$ cat config.mk
export PLATFORM = sky130hd
export DESIGN_NAME = link_timeout_guard
export DESIGN_NICKNAME = d
export VERILOG_FILES = /design/src/rtl/link_timeout_pkg.sv /design/src/rtl/lt_prescaler.sv /design/src/rtl/lt_channel.sv /design/src/rtl/link_timeout_guard.sv
export SDC_FILE = /design/constraint.sdc
export NUM_CORES = 1
export LEC_CHECK = 0
export BUFFER_PORTS_ARGS = -buffer_cell sky130_fd_sc_hd__buf_2
export CELL_PAD_IN_SITES_DETAIL_PLACEMENT = 1
export CELL_PAD_IN_SITES_GLOBAL_PLACEMENT = 1
export CORE_ASPECT_RATIO = 0.5
export CORE_MARGIN = 8
export CORE_UTILIZATION = 44
export CTS_BUF_LIST = sky130_fd_sc_hd__clkbuf_16
export DETAILED_ROUTE_END_ITERATION = 7
export PLACE_DENSITY = 0.84
export REMOVE_ABC_BUFFERS = 1
export SETUP_SLACK_MARGIN = 0.05
export SYNTH_ARGS = -nofsm -noshare
export SYNTH_HDL_FRONTEND = slang
export SYNTH_SLANG_ARGS = --single-unit
$ cat constraint.sdc
create_clock -name clk -period 4 [get_ports clk]
set_input_delay 0.6 -clock clk [delete_from_list [all_inputs] [get_ports clk]]
set_output_delay 0.6 -clock clk [all_outputs]
set_load 0.01 [all_outputs]
$ cat src/rtl/link_timeout_pkg.sv
package link_timeout_pkg;
  localparam int unsigned NUM_CH  = 2;
  localparam int unsigned CH_HS   = 0;
  localparam int unsigned CH_RX   = 1;

  function automatic int unsigned max_w(input int unsigned a, input int unsigned b);
    return (a > b) ? a : b;
  endfunction
endpackage

$ cat src/rtl/lt_prescaler.sv
module lt_prescaler #(
  parameter int unsigned SEL_W = 4
) (
  input  logic             clk,
  input  logic             rst,
  input  logic [SEL_W-1:0] sel,
  output logic             tick
);
  localparam int unsigned PH_W = (1 << SEL_W) - 1;

  logic [PH_W-1:0] phase;
  logic [PH_W-1:0] low_mask;

  always_ff @(posedge clk) begin
    if (rst) phase <= '0;
    else     phase <= phase + 1'b1;
  end

  // the low 'sel' bits of the phase must all be ones for a tick
  always_comb begin
    low_mask = ~({PH_W{1'b1}} << sel);
    tick     = &(phase | ~low_mask);
  end
endmodule

$ cat src/rtl/lt_channel.sv
module lt_channel #(
  parameter int unsigned CNT_W = 18
) (
  input  logic             clk,
  input  logic             rst,
  input  logic [CNT_W-1:0] limit,
  input  logic             tick,
  input  logic             start,
  input  logic             stop,
  input  logic             clr,
  output logic             flag
);
  logic             active;
  logic [CNT_W-1:0] cnt;
  logic [CNT_W:0]   cnt_nxt;
  logic             advance;
  logic             hit;

  always_comb begin
    cnt_nxt = {1'b0, cnt} + 1'b1;
    advance = active && !start && !stop && (limit != '0) && tick;
    hit     = advance && (cnt_nxt >= {1'b0, limit});
  end

  always_ff @(posedge clk) begin
    if (rst) begin
      active <= 1'b0;
      cnt    <= '0;
      flag   <= 1'b0;
    end else begin
      if (start) begin
        active <= 1'b1;
        cnt    <= '0;
      end else if (stop) begin
        active <= 1'b0;
      end else if (advance) begin
        cnt <= cnt_nxt[CNT_W-1:0];
        if (hit) active <= 1'b0;
      end
      flag <= (flag && !clr) || hit;
    end
  end
endmodule

$ cat src/rtl/link_timeout_guard.sv
module link_timeout_guard #(
  parameter int unsigned SEL_W = 4,
  parameter int unsigned HS_W  = 18,
  parameter int unsigned RX_W  = 18
) (
  input  logic                  clk,
  input  logic                  rst,
  input  logic [HS_W+SEL_W-1:0] hs_cfg,
  input  logic [RX_W-1:0]       rx_limit,
  input  logic                  hs_start,
  input  logic                  hs_stop,
  input  logic                  rx_start,
  input  logic                  rx_stop,
  input  logic [1:0]            err_clr,
  output logic [1:0]            err_flags
);
  import link_timeout_pkg::*;

  localparam int unsigned CH_W = max_w(HS_W, RX_W);

  logic [SEL_W-1:0] sel;
  logic             tick;
  logic [CH_W-1:0]  lim   [NUM_CH];
  logic [NUM_CH-1:0] starts;
  logic [NUM_CH-1:0] stops;

  always_comb begin
    sel          = hs_cfg[SEL_W-1:0];
    lim[CH_HS]   = CH_W'(hs_cfg[HS_W+SEL_W-1:SEL_W]);
    lim[CH_RX]   = CH_W'(rx_limit);
    starts       = {rx_start, hs_start};
    stops        = {rx_stop,  hs_stop};
  end

  lt_prescaler #(.SEL_W(SEL_W)) u_pre (
    .clk  (clk),
    .rst  (rst),
    .sel  (sel),
    .tick (tick)
  );

  for (genvar c = 0; c < NUM_CH; c++) begin : g_ch
    lt_channel #(.CNT_W(CH_W)) u_ch (
      .clk   (clk),
      .rst   (rst),
      .limit (lim[c]),
      .tick  (tick),
      .start (starts[c]),
      .stop  (stops[c]),
      .clr   (err_clr[c]),
      .flag  (err_flags[c])
    );
  end
endmodule

### Yosys cells after proc, flatten, opt, wreduce, memory -nomap -nowiden

Cells that the tools add are included.

* word-level logic and storage cells: 59
* register bits: 55
* input port bits: 48
* output and inout port bits: 2

* add/sub/neg operators: 3
* shifts and indexed selects: 1
* order comparisons: 2
* reduce and logical (&&, ||, !) cells: 33
* mux-type cells: 8
* bitwise operators: 5

Operator list (count)
* $add 18x1->19 const B: 2
* $ge 19x18->1: 2
* $reduce_bool 18->1: 2
* $not 15->15: 2
* $add 15x1->15 const B: 1
* $or 15x15->15: 1
* $reduce_and 15->1: 1
* $shl 15x4->15 const A: 1
* $logic_and 1x1->1: 12
* $reduce_bool 3->1: 4
* $mux 1: 8
* $reduce_and 2->1: 4
* $logic_not 1->1: 6
* $reduce_or 2->1: 2
* $logic_or 1x1->1: 2
* $not 1->1: 2

### Logic depth before layout (Yosys ltp)

* word-level depth: 11
* gate-level depth with buffers: 14
* mapped depth without buffers: 13

### Hierarchy

From an unflattened synthesis, not the netlist that was laid out.

* cell total of the unflattened synthesis: 507
* area total of the unflattened synthesis: 4230.3 sq um

By module, submodules not included
* lt_channel (g_ch[0].u_ch): cells an instance 205, seq. area each 400.4 sq um, times used 1, area each 1720.4 sq um
* lt_channel (g_ch[1].u_ch): cells an instance 206, seq. area each 400.4 sq um, times used 1, area each 1714.1 sq um
* lt_prescaler: cells an instance 96, seq. area each 300.3 sq um, times used 1, area each 795.8 sq um

### Worst setup path before layout

Ideal clock, no wire load.

* path type: flip-flop to flip-flop
* start point: register g_ch[1].u_ch.cnt[0]
* end point: register g_ch[1].u_ch.flag
* period minus slack after synthesis: 2.981 ns
* slack: 1.019 ns
* arrival: 2.866 ns
* setup time: 0.115 ns
* cell stages (with the launch flop): 14
* buffers on the path: 0
* required time: 3.885 ns
* cells stage by stage: dfxtp_1 -> ha_1 -> nand3_1 -> or3_1 -> nor2_2 -> nand3_1 -> xnor2_1 -> ha_1 -> a21oi_1 -> o221ai_1 -> a221o_1 -> nand2_1 -> a31oi_1 -> o21ba_2

* longest elaborated chain between the ends: 4

RTL lines
* start: declaration: RTL line lt_channel.sv:14 `logic [CNT_W-1:0] cnt;`
* start signal: assignment: RTL line lt_channel.sv:37 `cnt <= cnt_nxt[CNT_W-1:0];`
* $add 18x1->19: RTL line lt_channel.sv:20 `cnt_nxt = {1'b0, cnt} + 1'b1;`
* named net g_ch[1].u_ch.cnt_nxt[14]: RTL line lt_channel.sv:15 `logic [CNT_W:0] cnt_nxt;`
* $ge 19x18->1: RTL line lt_channel.sv:22 `hit = advance && (cnt_nxt >= {1'b0, limit});`
* $logic_and 1x1->1: RTL line lt_channel.sv:22
* $logic_or 1x1->1: RTL line lt_channel.sv:40 `flag <= (flag && !clr) || hit;`
* end signal: assignment: RTL line lt_channel.sv:40
* end: declaration: RTL line lt_channel.sv:11 `output logic flag`

The timed path passes the listed nets, and every way through them passes these cells.
A chain may end at the register's enable or synchronous reset.

### Final worst setup path

* start point: register g_ch[0].u_ch.cnt[0]
* end point: register g_ch[0].u_ch.flag

* longest elaborated chain between the ends: 4

RTL lines (RTL line)
* start: declaration: lt_channel.sv:14
* start signal: assignment: lt_channel.sv:37
* $add 18x1->19: lt_channel.sv:20
* named net g_ch[0].u_ch.cnt_nxt[16]: lt_channel.sv:15
* $ge 19x18->1: lt_channel.sv:22
* $logic_and 1x1->1: lt_channel.sv:22
* $logic_or 1x1->1: lt_channel.sv:40
* end signal: assignment: lt_channel.sv:40
* end: declaration: lt_channel.sv:11

The timed path passes the listed nets, and every way through them passes these cells.

==> results.tsv <==
metric	value	unit
whs	480	ps
min_period_over_period	83.0	%
yosysMostFrequentCell	dfxtp_1	
rr_startpoint	g_ch[0].u_ch.cnt[0]	
start_util	45.6	%
cp-end-kind	flip-flop	
outcome	complete, no violations	
worst_pin_slew	719	ps
synth_flop_cell	dfxtp_1	
drc_errors	0	
track_usage	17.3	%
numCtsBuffers	5	
r2r_end	g_ch[0].u_ch.flag	
fin_skew	7.44	ps
routed-via-count	3719	
final-setup-viol-count	0	
cts.sinks	55	
synth_cell_types	53	
grt_max_degree	36	
die_area	0.0125	mm²
swShare	23.7	%
grt-ovfl-total	0	
yosys.area.top_type_share	27.6	%
syn_avg_cell_area	7.89	µm²
viasPerCell	5.61	
netlist_instances	505	
fin_crit	3320	ps
holdPathStages	1	
rsz0062_at_grt	false	
pwr-share-clk	39.4	%
insertion_delay	290	ps
antenna_found_initial	0	
ys_ff_latch	55	
required	4240	ps
ant_nets	0	
seqPwrFrac	51.8	%
drt_pass1_iterations	4	
ff2ff_setup_slack	680	ps
min_to	u_pre.phase[0]	
die_h	83.3	µm
ir_drop	0.167	mV
drive_above_1_share	12.8	%
num_antenna_cells	0	
fin_nets	632	
crit_type	flip-flop to flip-flop	
ctsHoldBuffers	0	
path_clk_slew	70	ps
die_w	151	µm
synthTopCellsByCount	dfxtp_1 (55), inv_1 (47), ha_1 (39)	
cts_resized	0	
dp_cells	655	
coreArea	0.00874	mm²
switching_power	254	µW
cp_max_fo	6	
synth_top_area_cell	dfxtp_1	
io_pins	50	
cts_setup_buffers	0	
ys_seq_area_share	27.6	%
cts_buffer_depth	2	
fin_setup_tns	0	ps
htree_levels	2	
stdcell_count	663	
grt_pass1_wl	18100	µm
ff2ff_path_depth	13	
post_drt_wl_per_cell	16.1	µm
syn_to_final_growth	11.6	%
leakage	0.00188	µW
p_per_area	241	mW/mm²
combPwrFrac	8.8	%
arrival	3560	ps
cap_viol_max_count	0	
rows	24	
dpl.hpwl	8460	µm
synth_area	0.00398	mm²
hold_viol	0	
cp-start-kind	flip-flop	
slew_headroom	50.8	%
grt_pass1_vias	3815	
cts-root-buf	clkbuf_16	
gp_congestion	0.851	
hold_path.startpoint	u_pre.phase[0]	
cts_tree	built	
wl	10700	µm
port_buffers	49	
synthArstFlopShare	0	%
slew_viol_final	0	
synth_warnings	0	
first_iter_violations	150	
hold_class	flip-flop to flip-flop	
synth_edf_count	0	
timing.fmax	301	MHz
internal_power	817	µW
yosys-top-cells-area	dfxtp_1 (28%), ha_1 (12%), xnor2_1 (5.9%)	
## placed cells by master, fill, tap and decap left out, drive strengths merged, types with 2 or more instances in the layout
cell / instances
dfxtp: 55
buf: 52
inv: 48
nor2: 40
ha: 39
a21oi: 36
nand3: 29
nand2: 28
xnor2: 27
o21ai: 27
or3: 24
xor2: 20
nand4: 15
or4: 12
and3: 10
nor3: 8
o211ai: 8
nor4: 7
nor2b: 6
clkbuf: 5
nand2b: 4
o31ai: 4
a211oi: 4
or2: 3
o21a: 3
and4: 3
a21boi: 2
a21o: 2
o221ai: 2
a2111oi: 2
a41oi: 2
o21ba: 2
o311ai: 2
a31oi: 2
mux2i: 2
clkinv: 2
## worst max-delay path, cell delays in order, from the launching register on
cell and delay [ps]:
dfxtp_1 420, ha_1 290, nand4_1 130, or4_1 730, nor2_8 180, nand3_2 110, xnor2_1 150, ha_1 300
nand3_1 80, nor2_1 130, nand2_1 70, a31o_2 210, a41oi_1 290, o21ba_2 190
## stage by stage
stage	utilization [%]	power [µW]	worst slack (ps)	instance area, µm²
4_1_cts	50.9	1090	651	4440
3_5_place_dp	49.3	662	680	4310
6_report	50.9	1070	681	4440
3_3_place_gp	49.3	659	815	4310
2_1_floorplan	-	611	1000	3890
5_1_grt	50.9	1120	414	4440
## metal layers
metal  global-route usage (%)  share of wire [%]  vias up
met5                        0                  0        -
met4                     4.41               0.79        0
met3                     3.35                3.8        6
met2                     29.5                 47       45
met1                     21.7                 48     1775
li1                         -                  -     1893
## registers in the layout, indices dropped and copies added (netlist names)
| register | flops |
|---|---|
| g_ch.u_ch.flag | 2 |
| g_ch.u_ch.active | 2 |
| u_pre.phase | 15 |
| g_ch.u_ch.cnt | 36 |
## power groups by stage
stage / Clock, µW / Sequential [µW] / Combinational [µW]
after CTS: 438 / 555 / 95.5
after floorplan: 0 / 567 / 44.1
after global routing: 458 / 555 / 107
after global placement: 0 / 568 / 91.5
after detailed placement: 0 / 568 / 94.3
final: 422 / 555 / 94.0
## worst max-delay path by stage
stage / start / endpoint / cells after the start
2_1_floorplan: g_ch[1].u_ch.cnt[0] / g_ch[1].u_ch.flag / 13
6_report: g_ch[0].u_ch.cnt[0] / g_ch[0].u_ch.flag / 13
3_3_place_gp: g_ch[1].u_ch.cnt[0] / g_ch[1].u_ch.flag / 13
5_1_grt: g_ch[1].u_ch.cnt[0] / g_ch[1].u_ch.flag / 13
3_5_place_dp: g_ch[0].u_ch.cnt[0] / g_ch[0].u_ch.flag / 13
4_1_cts: g_ch[0].u_ch.cnt[0] / g_ch[0].u_ch.flag / 13
## final cells by class
class	instances	area, µm²
fillers	1115	4290
multi-input cells	384	2620
flip-flops and latches	55	1100
repair buffers	52	268
inverters	47	176
well taps	117	146
clock buffers	5	125
clock inverters	3	11.3
## cells by family after synthesis
logic type               synth area share, %
AO/OA/AOI/OAI                           16.2
XOR/XNOR                                10.3
multiplexers                           0.503
buffers and inverters                   6.66
flip-flops                              27.6
AND/OR/NAND/NOR                         26.4
adder cells (fa/ha/maj)                 12.3
Power figures use the tool's default switching activity.
